`src/rtl/rob_pkg.sv`:
```
package rob_pkg;
  typedef enum logic [1:0] {
    SLOT_FREE  = 2'd0,
    SLOT_BUSY  = 2'd1,
    SLOT_DONE  = 2'd2,
    SLOT_FAULT = 2'd3
  } slot_e;
endpackage

```
`src/rtl/rob_ptr.sv`:
```
module rob_ptr #(
  parameter int unsigned DEPTH = 8,
  localparam int unsigned PTR_W = $clog2(DEPTH)
) (
  input  logic             clk_i,
  input  logic             rst_ni,
  input  logic             push_i,
  input  logic             pop_i,
  input  logic             rewind_i,
  output logic [PTR_W-1:0] head_o,
  output logic [PTR_W-1:0] tail_o,
  output logic             full_o,
  output logic             empty_o
);
  localparam logic [PTR_W-1:0] LAST = PTR_W'(DEPTH - 1);

  logic [PTR_W-1:0] head_q, tail_q;
  logic             head_wrap_q, tail_wrap_q;

  always_ff @(posedge clk_i or negedge rst_ni) begin
    if (!rst_ni) begin
      head_q      <= '0;
      head_wrap_q <= 1'b0;
    end else if (pop_i) begin
      head_q      <= (head_q == LAST) ? '0 : head_q + 1'b1;
      head_wrap_q <= head_wrap_q ^ (head_q == LAST);
    end
  end

  always_ff @(posedge clk_i or negedge rst_ni) begin
    if (!rst_ni) begin
      tail_q      <= '0;
      tail_wrap_q <= 1'b0;
    end else if (rewind_i) begin
      tail_q      <= head_q;
      tail_wrap_q <= head_wrap_q;
    end else if (push_i) begin
      tail_q      <= (tail_q == LAST) ? '0 : tail_q + 1'b1;
      tail_wrap_q <= tail_wrap_q ^ (tail_q == LAST);
    end
  end

  assign head_o  = head_q;
  assign tail_o  = tail_q;
  assign full_o  = (head_q == tail_q) && (head_wrap_q != tail_wrap_q);
  assign empty_o = (head_q == tail_q) && (head_wrap_q == tail_wrap_q);
endmodule

```
`src/rtl/rob_slot.sv`:
```
module rob_slot
  import rob_pkg::*;
#(
  parameter int unsigned DATA_W = 32,
  parameter int unsigned DEST_W = 5
) (
  input  logic              clk_i,
  input  logic              rst_ni,
  input  logic              alloc_i,
  input  logic [DEST_W-1:0] dest_i,
  input  logic              done_i,
  input  logic              fault_i,
  input  logic [DATA_W-1:0] data_i,
  input  logic              release_i,
  input  logic              clear_i,
  output slot_e             state_o,
  output logic [DEST_W-1:0] dest_o,
  output logic [DATA_W-1:0] data_o
);
  slot_e             state_q;
  logic [DEST_W-1:0] dest_q;
  logic [DATA_W-1:0] data_q;

  always_ff @(posedge clk_i or negedge rst_ni) begin
    if (!rst_ni) begin
      state_q <= SLOT_FREE;
      dest_q  <= '0;
      data_q  <= '0;
    end else if (clear_i || release_i) begin
      state_q <= SLOT_FREE;
    end else if (alloc_i) begin
      state_q <= SLOT_BUSY;
      dest_q  <= dest_i;
    end else if (done_i && state_q == SLOT_BUSY) begin
      // only a slot waiting for its result accepts one
      state_q <= fault_i ? SLOT_FAULT : SLOT_DONE;
      data_q  <= data_i;
    end
  end

  assign state_o = state_q;
  assign dest_o  = dest_q;
  assign data_o  = data_q;
endmodule

```
`src/rtl/rob_core.sv`:
```
module rob_core
  import rob_pkg::*;
#(
  parameter int unsigned DEPTH  = 8,
  parameter int unsigned DATA_W = 32,
  parameter int unsigned DEST_W = 5,
  localparam int unsigned PTR_W = $clog2(DEPTH)
) (
  input  logic              clk_i,
  input  logic              rst_ni,
  input  logic              alloc_req_i,
  input  logic [DEST_W-1:0] alloc_dest_i,
  output logic              alloc_gnt_o,
  output logic [PTR_W-1:0]  alloc_tag_o,
  input  logic              done_vld_i,
  input  logic [PTR_W-1:0]  done_tag_i,
  input  logic [DATA_W-1:0] done_data_i,
  input  logic              done_fault_i,
  output logic              retire_vld_o,
  output logic [PTR_W-1:0]  retire_tag_o,
  output logic [DEST_W-1:0] retire_dest_o,
  output logic [DATA_W-1:0] retire_data_o,
  output logic              flush_o,
  output logic [PTR_W-1:0]  restart_tag_o,
  output logic              full_o,
  output logic              empty_o
);
  logic [PTR_W-1:0]  head, tail;
  logic              full, empty, pop, flush, push;
  slot_e             slot_state [DEPTH];
  logic [DEST_W-1:0] slot_dest  [DEPTH];
  logic [DATA_W-1:0] slot_data  [DEPTH];

  assign pop   = (slot_state[head] == SLOT_DONE);
  assign flush = (slot_state[head] == SLOT_FAULT);
  assign push  = alloc_req_i && !full && !flush;

  rob_ptr #(.DEPTH(DEPTH)) i_ptr (
    .clk_i    (clk_i),
    .rst_ni   (rst_ni),
    .push_i   (push),
    .pop_i    (pop),
    .rewind_i (flush),
    .head_o   (head),
    .tail_o   (tail),
    .full_o   (full),
    .empty_o  (empty)
  );

  for (genvar g = 0; g < DEPTH; g++) begin : g_slot
    rob_slot #(.DATA_W(DATA_W), .DEST_W(DEST_W)) i_slot (
      .clk_i     (clk_i),
      .rst_ni    (rst_ni),
      .alloc_i   (push && tail == PTR_W'(g)),
      .dest_i    (alloc_dest_i),
      .done_i    (done_vld_i && done_tag_i == PTR_W'(g)),
      .fault_i   (done_fault_i),
      .data_i    (done_data_i),
      .release_i (pop && head == PTR_W'(g)),
      .clear_i   (flush),
      .state_o   (slot_state[g]),
      .dest_o    (slot_dest[g]),
      .data_o    (slot_data[g])
    );
  end

  assign alloc_gnt_o   = push;
  assign alloc_tag_o   = tail;
  assign retire_vld_o  = pop;
  assign retire_tag_o  = head;
  assign retire_dest_o = slot_dest[head];
  assign retire_data_o = slot_data[head];
  assign flush_o       = flush;
  assign restart_tag_o = head;
  assign full_o        = full;
  assign empty_o       = empty;
endmodule

```
`config.mk`:
```
export PLATFORM = sky130hd
export DESIGN_NAME = rob_core
export DESIGN_NICKNAME = d
export VERILOG_FILES = /design/src/rtl/rob_pkg.sv /design/src/rtl/rob_ptr.sv /design/src/rtl/rob_slot.sv /design/src/rtl/rob_core.sv
export SDC_FILE = /design/constraint.sdc
export NUM_CORES = 1
export LEC_CHECK = 0
export CAP_MARGIN = 15
export CORE_MARGIN = 4
export CORE_UTILIZATION = 50
export DETAILED_ROUTE_END_ITERATION = 6
export GPL_TIMING_DRIVEN = 0
export PLACE_DENSITY = 0.72
export RECOVER_POWER = 100
export SYNTH_ARGS = -nofsm -noshare
export SYNTH_HDL_FRONTEND = slang
export SYNTH_SLANG_ARGS = --single-unit
```
`constraint.sdc`:
```
create_clock -name clk_i -period 3.2 [get_ports clk_i]
set_clock_uncertainty 0.2 [all_clocks]
set_input_delay 0.64 -clock clk_i [delete_from_list [all_inputs] [get_ports clk_i]]
set_output_delay 0.64 -clock clk_i [all_outputs]
set_load 0.03 [all_outputs]
```
# Word-level counts from Yosys, hierarchy flattened
# Cells that the tools add are included.
# Widths: inputs -> output; s select.
# word_totals
ff_bits,320
input_bits,45
out_inout_bits,51
wordCells,198
# op_classes
addsub,2
order_cmp,1
n_eq_ne,34
mux,40
n_bitwise,19
n_reduce_logical,74
# ops
operator,count
$bmux 32 s3,1
$mux 32,2
$mux 2,26
$eq 3x3->1 const B,12
$logic_and 1x1->1,36
$reduce_and 3->1,8
$reduce_bool 3->1,8
$eq 3x2->1 const B,6
$eq 2x1->1 const B,8
$not 1->1,16
$reduce_and 2->1,8
$bmux 5 s3,1
$mux 3,4
$mux 5,2
$eq 3x1->1 const B,3
$logic_not 3->1,3
$logic_or 1x1->1,8
$add 3x1->3 const B,2
$bmux 2 s3,1
$eq 2x2->1 const B,2
$ge 4x4->1 const B,1
$not 3->4,1
$eq 3x3->1,1
$mux 1,3
5 further kinds,7

# Logic depth before layout (Yosys ltp)
# Gate-level depths: netlist (run 1).
# depth
word_depth,10
ltp_mapped,11
depth_no_buf,6

# Modules after synthesis
# A second synthesis (run 1) with hierarchy kept.
# unflattened
cells_unflattened,925
area_unflattened_um2,15100.7
# by_module_without_submodules
module,instances,cells_each,area_per_inst_um2,seq_area_each_um2
rob_slot,8,87,1497.7,975.9
rob_core,1,191,2667.6,0.0
rob_ptr,1,38,451.7,200.2

# Worst setup path before layout (run 1)
# Ideal clock, no wire load.
# synth_timing
kind,reg-to-output
start,register i_ptr.head_q[0] (netlist: i_ptr.head_o[0])
end,output port alloc_gnt_o
t_arrival_ns,2.603
required_ns,2.360
path_slack_ns,-0.243
stages_incl_launch_ff,7
path_cell_list,dfrtp_1 buf_6 mux4_2 mux2_2 nor3b_1 clkbuf_1 nor2_1
# synth_between
elab_chain_cells,7
# synth_lines
item,line,text
start: declaration,rob_ptr.sv:17,"logic [PTR_W-1:0] head_q, tail_q;"
start signal: assignment,rob_ptr.sv:25,head_q <= (head_q == LAST) ? '0 : head_q + 1'b1;
$not 3->4 (implied by the code),rob_core.sv:35,assign flush = (slot_state[head] == SLOT_FAULT);
$bmux 2 s3,rob_core.sv:35,
$mux 2 (implied by the code) (2 in a row),rob_core.sv:35,
$eq 2x2->1,rob_core.sv:35,
via flush_o,rob_core.sv:23,"output logic flush_o,"
$logic_not 1->1,rob_core.sv:36,assign push = alloc_req_i && !full && !flush;
$logic_and 1x1->1,rob_core.sv:36,
end: declaration,rob_core.sv:13,"output logic alloc_gnt_o,"
# The timed path passes the listed nets, and every way through them passes these cells. The select of a mux whose other input is x is not followed.

# Worst setup path after layout (run 1)
# layout_timing
start,register i_ptr.head_q[0] (netlist: i_ptr.head_o[0])
end,output port alloc_gnt_o
# layout_between
elab_chain_cells,7
# layout_lines
item,line
$not 3->4 (implied by the code),rob_core.sv:35
$bmux 2 s3,rob_core.sv:35
$mux 2 (implied by the code) (2 in a row),rob_core.sv:35
$eq 2x2->1,rob_core.sv:35
$logic_not 1->1,rob_core.sv:36
$logic_and 1x1->1 (*),rob_core.sv:36
# Mark *: on every way between the ends. The rest lies on a longest branch, timed or not. The select of a mux whose other input is x is not followed.

==> summary.txt, run 1 <==
Floorplanning
  • Std cell rows: 63
  • Initial Utilization: 50.8%
  • I/O Pins: 96
  • Die Y-Extent: around 180 µm
  • Die Width: 182 µm
  • Core Area: between 20000 and 30000 µm²
  • Area of the die: about 33000 µm²

Worst setup path
  • Startpoint types: register
  • Crit end category: primary output
  • CP Depth: 7
  • Crit-path cells: bufbuf_16 > buf_4 > mux2i_2 > a2bb2o_4 > nor3b_4 > nor2_4 > buf_6
  • Crit Path Class: register to primary output
  • Worst path slowest cell: dfrtp_2
  • Crit path max-delay family: buffers and inverters
  • CP Data Arrival Time: 2.32 ns
  • Worst Path Required: between 2 and 2.5 ns
  • Largest stage delay, worst path: 0.44 ns
  • Buf/Inv on CP: 3
  • R2R depth: 8
  • Crit path max fanout: 5

Yosys
  • Post-Synth XOR/XNOR Area: 0.349%
  • Avg Cell Area, Syn: around 15 µm²
  • Most frequent cell after synthesis: dfrtp_1
  • Area leader, netlist: dfrtp_1
  • Top_reg_cell synth: dfrtp_1
  • Cells after synthesis: 1021
  • Synth top area cells: dfrtp_1, mux2_2, mux4_2, mux2_4, nand2_1
  • Mapped Area: 15100 µm²
  • Adder-cell area share of the yosys netlist: 0.997%
  • Async set-reset flop share out of synthesis: 100%
  • Post-synth EDFFs: 0
  • Sequential cell area fraction in the yosys report: 53.2%
  • Largest family of logic cells by synthesized area: multiplexers
  • Simple-Gate Fraction of Synth Area: 5.69%
  • Synth Area in Compound Gates: under 10%
  • Yosys top cell area share: 53.2%
  • Top cells by count, synth: dfrtp_1, mux2_2, nand2_1
  • #FFs+latches synth: 320
  • Yosys Warn Count: 0
  • Mux contribution to synthesized area: between 30% and 40%
  • Mapped Nets: 1078
  • Yosys cell types: 44

Timing
  • RSZ-0062 raised after global routing: true
  • Fin Hold WS: 0.298 ns
  • Final Max Tran Viols: just over 100
  • Slew margin rel.: -72.3%
  • Count of final hold-check violations: 0
  • Setup violators final: 0
  • Fmax: 317 MHz
  • Min cycle time layout: 3.16 ns
  • Period utilisation layout: between 90% and 100%
  • Worst setup slack after layout: 0.0420 ns
  • Slew of the pin with the lowest slew margin: 2.58 ns
  • Setup TNS Final: 0 ns

Place
  • I/O Buffers: 94
  • DP HPWL: 22.3 mm
  • Post-Place Setup Slack: -0.990 ns
  • GP Congestion: 0.813
  • Placed instance area: around 17000 µm²
  • DP Cell Count: 1507

Cells and area
  • Multi-input logic area: 6790 µm²
  • Layout cells sized above 1: 46.8%
  • Fillcell total: approximately 2300
  • Layout area overhead: 19.4%
  • Register area: approximately 8000 µm²
  • Fin util: 60.7%
  • Final cell count without fillers: 1581
  • Fin area: 18000 µm²
  • Nets: 1222

CTS
  • H-Tree Depth: 2
  • TritonCTS Buffers: 34
  • Cts-stage hold buffer count: 0
  • Root Buffer: clkbuf_16
  • Sink Count: 320
  • Worst-path clk slew: 0.06 ns
  • CTS max path bufs: 3
  • Clk_lat worst skew: approximately 0.50 ns
  • CTS tree: built

Route
  • Via/cell ratio: 5.76
  • Initial DRC Count: 603
  • Remaining antenna violation count: 0
  • Pre-Repair DR Iteration Count: 5
  • Total number of vias: just over 9000
  • Routed WL per cell: between 20 and 25 µm
  • Post-route DRC: 0
  • Total Routed Length: 34.9 mm

GRT
  • Number of global-route vias before repair: 9867
  • Gr ovfl total: 0
  • Tot GR Track Use: 21.5%
  • Largest net degree at the start of global routing: 121
  • Initial antenna violation count: 1
  • First-pass GRT wire length: between 50 and 60 mm

Pwr
  • PD cells: roughly 1100 nW/µm²
  • Total power: 19.0 mW
  • Peak VDD IR: roughly 410 µV
  • Static Leak: 8.38 nW

Flow run
  • MaxCap Viol Count: 1

Run status
  • Failing checks: capacitance limit, slew limit
  • Status: complete, but fails checks

Min path
  • Hold path depth: 1
  • Worst min path class: register to register
worst register-to-register path, delay by kind of cell (launching register included):
kind	cells	cell delay, ns
AOI/OAI and AO/OA	2	0.51
buffers and inverters	2	0.66
DFF	1	0.41
muxes	2	0.74
and+or+nand+nor	2	0.47
state kept, by name, summed over array words and instances (netlist names):
register,cells
g_slot.i_slot.data_o,256
g_slot.i_slot.dest_o,40
i_ptr.tail_wrap_q,1
i_ptr.head_o,3
g_slot.i_slot.state_o,16
i_ptr.tail_o,3
i_ptr.head_wrap_q,1
power breakdown:
group	total (mW)	switching [mW]	internal (mW)
logic	8.23	3.95	4.28
clock network	3.88	1.59	2.29
registers	6.85	0.988	5.86
metal layers:
| metal | part of all wire [%] | GRT usage [%] |
|---|---|---|
| met1 | 45 | 30.6 |
| met2 | 48 | 34.3 |
| met3 | 5.1 | 4.27 |
| met5 | 0.037 | 0 |
| met4 | 2.0 | 5.40 |
placed cells by master (no fill, tap or decap), types with 4 or more instances in the layout:
master | synthesis | final
dfrtp_1 | 320 | 317
mux2_2 | 237 | 236
nand2_1 | 130 | 130
mux4_2 | 76 | 76
mux2_4 | 60 | 61
clkdlybuf4s50_1 | 0 | 51
buf_2 | 17 | 39
clkbuf_16 | 0 | 36
buf_4 | 9 | 25
buf_6 | 7 | 16
clkbuf_8 | 0 | 16
nor2_1 | 17 | 14
ha_1 | 12 | 12
o21ai_0 | 11 | 11
nand2b_1 | 10 | 10
nand3_1 | 12 | 10
clkbuf_1 | 15 | 9
inv_1 | 8 | 8
a21oi_1 | 8 | 8
clkbuf_2 | 0 | 6
buf_12 | 0 | 6
clkbuf_4 | 0 | 6
nor4b_1 | 5 | 5
a21boi_0 | 5 | 5
xnor2_1 | 4 | 4
nand3_2 | 2 | 4
o41ai_1 | 4 | 4
clkinv_2 | 0 | 4
layout make-up:
cell class / count / area share (%)
multi-input cells: 634 / 37.7
plain buffers: 57 / 3.24
repair buffers: 110 / 5.40
flip-flops and latches: 320 / 44.6
clock inverters: 6 / 0.209
well taps: 390 / 2.71
inverters: 8 / 0.167
diodes: 1 / 0.0139
clock buffers: 55 / 5.96
cells by family after synthesis:
logic type                 after synthesis
muxes                                  377
DFF                                    320
and+or+nand+nor                        193
buffers and inverters                   67
AOI/OAI and AO/OA                       46
adders and majority gates               12
xor gates and xnor gates                 6
path summary, 6_finish.rpt:
check	start	to	slack, ns
max	i_ptr.head_o[0]	alloc_gnt_o	0.04
min	g_slot[7].i_slot.data_o[3]	g_slot[7].i_slot.data_o[3]	0.30
max reg2reg	i_ptr.head_o[0]	g_slot[5].i_slot.data_o[17]	0.09
min reg2reg	g_slot[7].i_slot.data_o[3]	g_slot[7].i_slot.data_o[3]	0.30
max in group asynchronous	rst_ni	g_slot[6].i_slot.data_o[26]	0.54
min in group asynchronous	rst_ni	g_slot[2].i_slot.data_o[5]	0.72
timing repair:
| item | in CTS | in global routing |
|---|---|---|
| resized for setup | 286 | 31 |
| gates cloned | 1 | 0 |
| pin swaps | 2 | 4 |
| setup endpoints to repair | 308 | 185 |
| buffers inserted | 11 | 2 |
Note: power is estimated with default switching activity, not from simulation.
==> run 2, diff against run 1 <==
--- a/config.mk
+++ b/config.mk
@@ -7,10 +7,9 @@
 export LEC_CHECK = 0
 export CAP_MARGIN = 15
 export CORE_MARGIN = 4
-export CORE_UTILIZATION = 50
+export CORE_UTILIZATION = 31
 export DETAILED_ROUTE_END_ITERATION = 6
 export GPL_TIMING_DRIVEN = 0
-export PLACE_DENSITY = 0.72
 export RECOVER_POWER = 100
 export SYNTH_ARGS = -nofsm -noshare
 export SYNTH_HDL_FRONTEND = slang
==> run 2 against run 1 <==
  * The run ends with capacitance limit, slew limit, setup timing left
  * Via count shrank 1.5%
  * Highest routed layer unchanged
  * Largest power group unchanged
  * Worst setup slack worse by 0.16 ns
  * Total power is 5.0% higher
  * Register-to-register slack worse by 0.06 ns
  * Clock-buffer cell count unchanged
  * Sequential share of layout area decreased by 1.7 points
  * Worst hold slack got worse by 0.011 ns
  * Core utilization fell by 22 points
  * Die area rose by 58%
  * Clock power up 4%
  * First-iteration DRC count down 28%
==> summary.txt, run 2 (synthesis results as in run 1) <==
Route
  • Total Routed Length: 38.0 mm (+9.1%)
  • Remaining antenna violation count: 0 (unchanged)
  • Routed WL per cell: 21.0 µm (-4.8%)
  • Post-route DRC: 0 (unchanged)
  • Metal2 WL: 18.8 mm (+13%)
  • Initial DRC Count: 433 (-28%)
  • Total number of vias: 8971 (-1.5%)
  • Wl on met1: 17.1 mm (+9.0%)
  • Via/cell ratio: 4.95 (-14%)
  • Pre-Repair DR Iteration Count: 4 (-1)
  • Highest Signal Layer: met5
  • Met3 wire length: 1.54 mm (-13%)

Worst setup path
  • Crit path max fanout: 5 (unchanged)
  • RR Startpoint: i_ptr.head_o[0]
  • Beginning of the critical path: i_ptr.head_o[0]
  • Worst Path Required: 2.36 ns (about the same)
  • Crit Path Class: register to primary output
  • Crit end category: primary output
  • CP Data Arrival Time: 2.48 ns (+0.16 ns)
  • Startpoint types: register

Cells and area
  • Nets: 1232 (+0.82%)
  • Layout cells sized above 1: 50.7% (+3.9 points)
  • Commonest non-fill, non-tap cells in the layout: dfrtp_1, mux2_2, nand2_1
  • Ant. Diodes: 0 (-1)
  • Final cell count without fillers: 1812 (+15%)
  • Fin area: 18700 µm² (+4.1%)
  • Most common cell after layout, fill and taps aside: dfrtp_1
  • Max reg flops: 256 (unchanged)
  • Layout area overhead: 24.2%

Timing
  • Setup violators final: 4 (+4)
  • Min cycle time layout: 3.32 ns (+0.162 ns)
  • Fin Hold WS: 0.288 ns (-0.0109 ns)
  • Final Max Tran Viols: 104 (+3.0%)
  • Slew margin rel.: -61.9% (+10 points)
  • Period utilisation layout: 104% (+5.1 points)
  • Setup TNS Final: -0.237 ns (-0.237 ns)
  • RSZ-0062 raised after global routing: true
  • Worst setup slack after layout: -0.120 ns (-0.162 ns)
  • Slew of the pin with the lowest slew margin: 2.43 ns (-0.156 ns)
  • Fmax: 301 MHz (-4.9%)
  • Count of final hold-check violations: 0 (unchanged)

GRT
  • Largest net degree at the start of global routing: 126 (+4.1%)
  • Initial antenna violation count: 1 (unchanged)
  • First-pass GRT wire length: 59.6 mm (+6.4%)
  • Number of global-route vias before repair: 9800 (-0.68%)
  • Gr ovfl total: 0 (unchanged)
  • Tot GR Track Use: 14.5% (-6.9 points)

Pwr
  • Reg power frac: 34.2% (-1.9 points)
  • Logic pwr share: 45.5% (+2.1 points)
  • Switch Pwr: 6.83 mW (+4.6%)
  • Static Leak: 8.50 nW (+1.4%)
  • Int Power: 13.1 mW (+5.2%)
  • Clock power frac: 20.2% (-0.3 points)
  • Switching share of power: 34.3% (-0.12 points)
  • Total power: 19.9 mW (+5.0%)
  • Peak VDD IR: 392 µV (-3.6%)
  • PD cells: 1060 nW/µm² (+0.87%)

CTS
  • Sink Count: 320 (unchanged)
  • CTS tree: built
  • CTS max path bufs: 3 (unchanged)
  • TritonCTS Buffers: 35 (+2.9%)
  • H-Tree Depth: 2 (unchanged)
  • Worst-path clk slew: 0.06 ns (about the same)
  • Clk_lat worst skew: 0.52 ns (+0.02 ns)
  • Root Buffer: clkbuf_16

Place
  • Placed instance area: 16800 µm² (+1.7%)
  • I/O Buffers: 94 (unchanged)
  • DP Cell Count: 1732 (+15%)
  • DP HPWL: 25.0 mm (+13%)
  • GP Congestion: 0.799 (-1.8%)

Floorplanning
  • Area of the die: 52200 µm² (+58%)
  • Core Area: 47800 µm² (+61%)
  • Die Width: 228 µm (+26%)
  • I/O Pins: 96 (unchanged)
  • Std cell rows: 80 (+27%)
  • Initial Utilization: 31.5% (-19 points)
  • Die Y-Extent: 228 µm (+26%)

Min path
  • Hold Path Origin: g_slot[5].i_slot.data_o[8]
  • Worst min path class: register to register

Run status
  • Failing checks: capacitance limit, slew limit, setup timing
  • Status: complete, but fails checks

Flow run
  • MaxCap Viol Count: 1 (unchanged)
==> run 2: final timing paths <==
check / to / slack [ns] / cells past startpoint
max: alloc_gnt_o / -0.12 / 7
min: g_slot[5].i_slot.data_o[8] / 0.29 / 1
max reg2reg: g_slot[6].i_slot.data_o[7] / 0.03 / 9
min reg2reg: g_slot[5].i_slot.data_o[8] / 0.29 / 1
max in group asynchronous: g_slot[0].i_slot.data_o[28] / 0.49 / 2
min in group asynchronous: g_slot[0].i_slot.data_o[5] / 0.66 / 1
==> run 2: timing repair <==
| action | in CTS | in global routing |
|---|---|---|
| pin swaps | 2 | 21 |
| hold buffers | 0 | 0 |
| gates cloned | 3 | 2 |
| resized for setup | 316 | 126 |
| buffers inserted | 9 | 10 |
| endpoints found under the setup margin | 329 | 113 |
==> run 2: area by class of cell <==
class                           count  area [µm²]
Fill cell                        4424       29100
Inverter                            8        30.0
Timing Repair Buffer              118        1220
Multi-Input combinational cell    634        6950
Tap cell                          615         769
Buffer                             58         601
Clock inverter                      4        70.1
Sequential cell                   320        8010
Clock buffer                       55        1060
==> run 2: stage by stage <==
| step | utilization (%) | setup WS (ns) |
|---|---|---|
| floorplan | - | -0.0566 |
| global placement | 35.1 | -12.59 |
| detailed placement | 35.2 | -1.07 |
| finish | 39.1 | -0.120 |
| CTS | 38.3 | -0.110 |
| global route | 39.1 | -0.152 |
==> run 2: routing by layer <==
metal / global-route usage (%) / up-vias
met3: 2.79 / 38
met2: 24.5 / 136
met1: 19.5 / 4766
met4: 3.52 / 2
met5: 0 / -
li1: - / 4029
==> run 2: critical path: stages, from the launching register on <==
cell	delay [ns]
dfrtp_2	0.43
buf_8	0.15
mux4_2	0.55
mux2_4	0.30
nor3b_4	0.16
clkbuf_8	0.16
nor2_4	0.07
buf_6	0.13
==> run 2: power by group through the flow <==
stage / Clock (mW) / Combinational (mW) / Sequential [mW]
floorplan: 0 / 5.69 / 6.60
global placement: 0 / 8.03 / 6.81
detailed placement: 0 / 8.16 / 6.87
CTS: 4.13 / 8.55 / 6.80
global route: 4.29 / 9.75 / 7.04
finish: 4.03 / 9.07 / 6.81
